[config.mk]
export PLATFORM = sky130hd
export DESIGN_NAME = mbx_own_ctrl
export DESIGN_NICKNAME = d
export VERILOG_FILES = /design/src/rtl/mbx_own_pkg.sv /design/src/rtl/mbx_gate.sv /design/src/rtl/mbx_slot.sv /design/src/rtl/mbx_lock_reg.sv /design/src/rtl/mbx_own_ctrl.sv
export SDC_FILE = /design/constraint.sdc
export NUM_CORES = 1
export LEC_CHECK = 0
export CELL_PAD_IN_SITES_DETAIL_PLACEMENT = 0
export CELL_PAD_IN_SITES_GLOBAL_PLACEMENT = 2
export CORE_MARGIN = 2
export CORE_UTILIZATION = 28
export DETAILED_ROUTE_END_ITERATION = 8
export HOLD_SLACK_MARGIN = 0.08
export PLACE_DENSITY_LB_ADDON = 0.12
export SYNTH_ARGS = -nofsm -noshare
export SYNTH_HDL_FRONTEND = slang
export SYNTH_HIERARCHICAL = 1
export SYNTH_SLANG_ARGS = --single-unit
[constraint.sdc]
create_clock -name clk -period 3.4 [get_ports clk]
set_input_delay 0.68 -clock clk [delete_from_list [all_inputs] [get_ports clk]]
set_output_delay 0.68 -clock clk [all_outputs]
set_load 0.02 [all_outputs]
[src/rtl/mbx_own_pkg.sv]
// Shared encodings for the mailbox ownership controller.
// Assumes: four command bits and four status bits per mailbox.
package mbx_own_pkg;
    typedef enum logic [1:0] {
        ACC_VIEW  = 2'd0,
        ACC_CMD   = 2'd1,
        ACC_FORCE = 2'd2,
        ACC_LOCK  = 2'd3
    } acc_kind_e;

    localparam int NIB_W         = 4;
    localparam int CMD_IN_FULL   = 0;
    localparam int CMD_OUT_EMPTY = 1;
    localparam int CMD_LINK      = 2;
    localparam int CMD_UNLINK    = 3;

    localparam int ST_IN_FULL  = 0;
    localparam int ST_OUT_FULL = 1;
    localparam int ST_MINE     = 2;
    localparam int ST_AVAIL    = 3;
endpackage

[src/rtl/mbx_gate.sv]
// Access filter for one mailbox: applies the host lockout map, the
// protected-only guards and the master-only rule for force accesses.
// Assumes: guard inputs come from registered mailbox state.
module mbx_gate #(
    parameter int HOST_W    = 3,
    parameter int MASTER_ID = 0,
    localparam int HOSTS    = 1 << HOST_W
) (
    input  logic [HOSTS-1:0]  lock_map,
    input  logic [HOST_W-1:0] host,
    input  logic              prot,
    input  logic              cmd_req,
    input  logic              force_req,
    input  logic              guard_in,
    input  logic              guard_out,
    output logic              cmd_in_ok,
    output logic              cmd_out_ok,
    output logic              force_ok
);
    logic blocked;

    // Derive which request classes may touch this mailbox.
    always_comb begin
        blocked    = lock_map[host];
        cmd_in_ok  = cmd_req && !blocked && (!guard_in || prot);
        cmd_out_ok = cmd_req && !blocked && (!guard_out || prot);
        force_ok   = force_req && !blocked && (host == HOST_W'(MASTER_ID));
    end
endmodule

[src/rtl/mbx_slot.sv]
// Ownership and full/empty state of one input/output mailbox pair.
// Assumes: gate qualifiers are already filtered for lockout and protection.
module mbx_slot
    import mbx_own_pkg::*;
#(
    parameter int HOST_W = 3
) (
    input  logic              clk,
    input  logic              rst_n,
    input  logic [HOST_W-1:0] host,
    input  logic              prot,
    input  logic [NIB_W-1:0]  nib,
    input  logic              cmd_in_ok,
    input  logic              cmd_out_ok,
    input  logic              force_ok,
    input  logic              take,
    input  logic              post,
    input  logic [HOST_W-1:0] dest,
    input  logic              dest_prot,
    output logic              linked,
    output logic [HOST_W-1:0] owner,
    output logic              link_prot,
    output logic              in_full,
    output logic              out_full,
    output logic [HOST_W-1:0] out_dest,
    output logic              out_prot
);
    logic is_owner, do_unlink, do_link, do_fill, do_empty;

    // Decode the effective actions from the pre-write state.
    always_comb begin
        is_owner  = linked && (owner == host);
        do_unlink = (cmd_in_ok && nib[CMD_UNLINK] && is_owner)
                  || (force_ok && nib[CMD_UNLINK]);
        do_link   = cmd_in_ok && nib[CMD_LINK] && !nib[CMD_UNLINK] && !in_full
                  && (!linked || owner == host);
        do_fill   = cmd_in_ok && nib[CMD_IN_FULL] && is_owner;
        do_empty  = (cmd_out_ok && nib[CMD_OUT_EMPTY] && out_full && out_dest == host)
                  || (force_ok && nib[CMD_OUT_EMPTY]);
    end

    // Ownership register: unlink has priority over link.
    always_ff @(posedge clk) begin
        if (!rst_n) begin
            linked    <= 1'b0;
            owner     <= '0;
            link_prot <= 1'b0;
        end else if (do_unlink) begin
            linked    <= 1'b0;
            owner     <= '0;
            link_prot <= 1'b0;
        end else if (do_link) begin
            linked    <= 1'b1;
            owner     <= host;
            link_prot <= prot;
        end
    end

    // Input-full flag: a host fill wins over a consume in the same cycle.
    always_ff @(posedge clk) begin
        if (!rst_n)       in_full <= 1'b0;
        else if (do_fill) in_full <= 1'b1;
        else if (take)    in_full <= 1'b0;
    end

    // Output-full flag and destination tag: a post wins over an empty.
    always_ff @(posedge clk) begin
        if (!rst_n) begin
            out_full <= 1'b0;
            out_dest <= '0;
            out_prot <= 1'b0;
        end else if (post) begin
            out_full <= 1'b1;
            out_dest <= dest;
            out_prot <= dest_prot;
        end else if (do_empty) begin
            out_full <= 1'b0;
        end
    end
endmodule

[src/rtl/mbx_lock_reg.sv]
// Per-mailbox host lockout maps, writable only by the master host.
// Assumes: one lockout map of 2**HOST_W bits per mailbox.
module mbx_lock_reg #(
    parameter int          NUM_MBX   = 2,
    parameter int          HOST_W    = 3,
    parameter int          MASTER_ID = 0,
    parameter logic [7:0]  LOCK_INIT = 8'h0E,
    localparam int         HOSTS     = 1 << HOST_W,
    localparam int         MAP_W     = NUM_MBX * HOSTS
) (
    input  logic              clk,
    input  logic              rst_n,
    input  logic              wr_req,
    input  logic [HOST_W-1:0] host,
    input  logic [MAP_W-1:0]  wdata,
    output logic [MAP_W-1:0]  maps
);
    // Load all maps on a master write; reset to the default blocking pattern.
    always_ff @(posedge clk) begin
        if (!rst_n) begin
            for (int i = 0; i < NUM_MBX; i++) maps[i*HOSTS +: HOSTS] <= HOSTS'(LOCK_INIT);
        end else if (wr_req && host == HOST_W'(MASTER_ID)) begin
            maps <= wdata;
        end
    end
endmodule

[src/rtl/mbx_own_ctrl.sv]
// Top of the multi-host mailbox ownership controller: one gate and one
// slot per mailbox, a shared lockout register and viewer-relative status.
// Assumes: one host access per cycle; status follows acc_host combinationally.
module mbx_own_ctrl
    import mbx_own_pkg::*;
#(
    parameter int NUM_MBX   = 2,
    parameter int HOST_W    = 3,
    parameter int MASTER_ID = 0,
    parameter int ID_SHOW   = 2,
    localparam int HOSTS    = 1 << HOST_W,
    localparam int DATA_W   = NUM_MBX * HOSTS,
    localparam int TAG_W    = ID_SHOW + 1
) (
    input  logic                      clk,
    input  logic                      rst_n,
    input  logic                      acc_valid,
    input  logic [1:0]                acc_kind,
    input  logic [HOST_W-1:0]         acc_host,
    input  logic                      acc_prot,
    input  logic [DATA_W-1:0]         acc_data,
    input  logic [NUM_MBX-1:0]        core_take,
    input  logic [NUM_MBX-1:0]        core_post,
    input  logic [HOST_W-1:0]         core_dest,
    input  logic                      core_dest_prot,
    output logic [NIB_W*NUM_MBX-1:0]  status_o,
    output logic [TAG_W*NUM_MBX-1:0]  link_id_o,
    output logic [TAG_W*NUM_MBX-1:0]  out_id_o,
    output logic [DATA_W-1:0]         lockout_o,
    output logic [NUM_MBX-1:0]        in_full_o
);
    acc_kind_e kind;
    logic      cmd_req, force_req, lock_req;

    // Classify the current access.
    always_comb begin
        kind      = acc_kind_e'(acc_kind);
        cmd_req   = acc_valid && kind == ACC_CMD;
        force_req = acc_valid && kind == ACC_FORCE;
        lock_req  = acc_valid && kind == ACC_LOCK;
    end

    mbx_lock_reg #(
        .NUM_MBX(NUM_MBX), .HOST_W(HOST_W), .MASTER_ID(MASTER_ID)
    ) lock_i (
        .clk(clk), .rst_n(rst_n), .wr_req(lock_req), .host(acc_host),
        .wdata(acc_data), .maps(lockout_o)
    );

    for (genvar g = 0; g < NUM_MBX; g++) begin : g_mbx
        logic              cmd_in_ok, cmd_out_ok, force_ok;
        logic              linked, link_prot, in_full, out_full, out_prot;
        logic [HOST_W-1:0] owner, out_dest;

        mbx_gate #(.HOST_W(HOST_W), .MASTER_ID(MASTER_ID)) gate_i (
            .lock_map(lockout_o[g*HOSTS +: HOSTS]), .host(acc_host), .prot(acc_prot),
            .cmd_req(cmd_req), .force_req(force_req),
            .guard_in(linked && link_prot), .guard_out(out_full && out_prot),
            .cmd_in_ok(cmd_in_ok), .cmd_out_ok(cmd_out_ok), .force_ok(force_ok)
        );

        mbx_slot #(.HOST_W(HOST_W)) slot_i (
            .clk(clk), .rst_n(rst_n), .host(acc_host), .prot(acc_prot),
            .nib(acc_data[g*NIB_W +: NIB_W]),
            .cmd_in_ok(cmd_in_ok), .cmd_out_ok(cmd_out_ok), .force_ok(force_ok),
            .take(core_take[g]), .post(core_post[g]),
            .dest(core_dest), .dest_prot(core_dest_prot),
            .linked(linked), .owner(owner), .link_prot(link_prot),
            .in_full(in_full), .out_full(out_full),
            .out_dest(out_dest), .out_prot(out_prot)
        );

        // Present status as seen by the host on the access port.
        always_comb begin
            status_o[g*NIB_W + ST_IN_FULL]  = in_full;
            status_o[g*NIB_W + ST_OUT_FULL] = out_full;
            status_o[g*NIB_W + ST_MINE]     = linked && (owner == acc_host);
            status_o[g*NIB_W + ST_AVAIL]    = linked || in_full;
            link_id_o[g*TAG_W +: TAG_W]     = {link_prot, owner[ID_SHOW-1:0]};
            out_id_o[g*TAG_W +: TAG_W]      = {out_prot, out_dest[ID_SHOW-1:0]};
            in_full_o[g]                    = in_full;
        end
    end
endmodule

==> reports/qor.csv <==
metric,value,unit
status,completed,
dp.cells,401,
ys_seq_area_frac,0.332,
hold_buffers,0,
n_antenna_cell,0,
switching_share,0.232,
worstHoldEndpoint,lock_i/maps[15],
synth_top_flop_cell,dfxtp_1,
row_count,32,
r2r_setup_slack,1010,ps
timing.final.crit_period,3210,ps
ant_nets,0,
yosys-top-cells-area,"dfxtp_1 33%, mux2i_1 12%, nor2b_1 6.6%, a2111oi_4 4.8%, xnor2_1 4.6%",
reg2reg_from,lock_i/maps[0],
p_int,0.000861,W
gp_congestion,0.754,
ys_warn_count,6,
yosysTopAreaCell,dfxtp_1,
timing.final.ws_setup,191,ps
fmax,312,MHz
ctsResizeCount,0,
grt_pass1_wl,9940,um
start_kind,input pin,
critPathKind,input pin to output pin,
netlist_top_cells_count,"38 x dfxtp_1, 28 x mux2i_1, 25 x nand2_1",
hold_slack,477,ps
cts_buffers,5,
cpMostUsedCell,clkdlybuf4s50_1,
ioPinCount,71,
setup-tns-final,0,ps
drive_gt1_frac,0.140,
io_buffers,70,
drc_errors,0,
areaGrowthSynthToFinish,40.7,%
cts_tree,built,
ys_ff_latch,38,
wl,6160,um
final-seq-area,761,um^2
clk_pin_slew,70,ps
synth-edff-count,0,
period_share,0.944,
antenna_found_initial,0,
cpMaxStageDelayCell,clkdlybuf4s50_1,
grt_overflow,0,
die-area,8920,um^2
max_cap_viol_count,0,
drt_iter0_drc,45,
grt_pass1_vias,1886,
setup_viol,0,
final_hold_viol_count,0,
clockBufferDepth,2,
start_util,0.293,
critPathArrivalTime,2530,ps
slew_violations,0,
grt_max_degree,47,
rsz0062_at_grt,false,
hold_class,flip-flop to flip-flop,
hold_path_depth,2,
hpwl,4740,um
synthCells,236,
pre_cts_ws,-40.7,ps
crit_family,buffers and inverters,
powerDensity,348,nW/um^2
clockPowerShare,0.430,
cts_htree_levels,2,
p_sw,0.000261,W
post-synth-top-count-cell,dfxtp_1,
max_stage_delay,670,ps
synth_cell_type_count,35,
clock-sinks,38,
vdd_drop_max,144,uV
stdcell_count,409,
worst_slew_pin_slew,575,ps
combPwrFrac,0.157,
hp-start,lock_i/maps[15],
crit_path_end_kind,output pin,
nNetsFinal,339,
synth_nets,269,
synthesis.area,2290,um^2
cp_cell_sequence,clkdlybuf4s50_1 -> buf_4 -> xnor2_1 -> and4_1 -> clkdlybuf4s50_1,
avgRoutedWirePerCell,15.1,um
core,7810,um^2
viasPerCell,4.58,
clk_latency,290,ps
avgSynthCellArea,9.71,um^2
cts_setup_buffers,0,
vias,1874,
slew_headroom,0.615,
track_usage,0.143,
ctsRootBufferMaster,clkbuf_8,
reg2reg_to,g_mbx[0].slot_i/link_prot,
async_flop_share,0,
critPathMaxFanout,7,
leakagePower,1.13,nW
timing.critical_path.required,2720,ps
crit_buf_inv,3,
reg2reg_depth,6,
synth_top_area_share,0.332,
p_seq_frac,0.414,
fin_skew,5.63,ps
multi_input_area,1380,um^2
die_y,94.5,um
drt_pass1_iterations,4,
fill_cells,794,
fp.dieW,94.5,um
metal layers:
metal	up-vias	routed length [um]	GRT usage
li1	957	-	-
met1	876	3170	0.201
met2	39	2740	0.223
met3	2	228	0.0343
met4	0	24	0.0326
met5	-	0	0
kinds of logic after synthesis:
family / count (synthesis) / share of synthesized area
simple gates: 89 / 0.227
compound gates: 38 / 0.146
flops: 38 / 0.332
mux: 30 / 0.142
buf+inv: 23 / 0.0644
xor+xnor: 18 / 0.0885
power by group through the flow:
| stage | combinational, W | sequential [W] | clock (W) |
|---|---|---|---|
| 2_1_floorplan | 0.0000808 | 0.000478 | 0 |
| 3_3_place_gp | 0.000177 | 0.000475 | 0 |
| 3_5_place_dp | 0.000177 | 0.000475 | 0 |
| 4_1_cts | 0.000178 | 0.000465 | 0.000500 |
| 5_1_grt | 0.000191 | 0.000466 | 0.000516 |
| 6_report | 0.000176 | 0.000464 | 0.000482 |
worst max path at each step:
stage               cells past startpoint                        end  slack (ps)        start
floorplan                               6  g_mbx[0].slot_i/link_prot         850  acc_host[0]
global placement                        7   g_mbx[0].slot_i/owner[1]         -10  acc_host[0]
detailed placement                      7  g_mbx[0].slot_i/link_prot         -40  acc_host[0]
CTS                                     5                status_o[2]         150  acc_host[0]
global route                            5                status_o[6]          70  acc_host[0]
finish                                  5                status_o[2]         190  acc_host[0]
worst register-to-register path, stage by stage (launching register included):
cell and delay [ps]:
dfxtp_1 350, mux4_2 460, nor2b_2 200, a2111oi_4 370
or4bb_1 580, o21ai_0 230, a21oi_1 90
metrics by stage:
stage	power [W]	instance area [um^2]	utilization
floorplan	0.000559	2290	-
global placement	0.000652	3080	0.395
detailed placement	0.000652	3080	0.395
CTS	0.00114	3220	0.413
global route	0.00117	3220	0.413
finish	0.00112	3220	0.413
flip-flops by register name (all words and copies together) (netlist names):
| register | flops |
|---|---|
| g_mbx.slot_i/in_full | 2 |
| g_mbx.slot_i/link_prot | 2 |
| g_mbx.slot_i/linked | 2 |
| g_mbx.slot_i/out_dest | 6 |
| g_mbx.slot_i/out_full | 2 |
| g_mbx.slot_i/out_prot | 2 |
| g_mbx.slot_i/owner | 6 |
| lock_i/maps | 16 |
cells in the final DEF, fill, tap and decap left out, types with 7 or more instances in the layout:
master           synthesis  routed
a21oi_1                 10      10
buf_4                   10       9
clkdlybuf4s50_1          0      70
dfxtp_1                 38      38
mux2i_1                 28      28
nand2_1                 25      25
nand3_1                  8       8
nor2_1                   7       7
nor2b_1                 24      24
o21ai_0                 10      10
xnor2_1                 12      12
layout make-up:
class | instances | share of cell area
clock buffer | 6 | 0.0256
inverter | 6 | 0.00698
sequential | 38 | 0.236
multi-input combinational | 175 | 0.429
clock inverter | 2 | 0.0186
tap | 102 | 0.0396
timing repair buffer | 80 | 0.244
(Power assumes the default switching activity.)
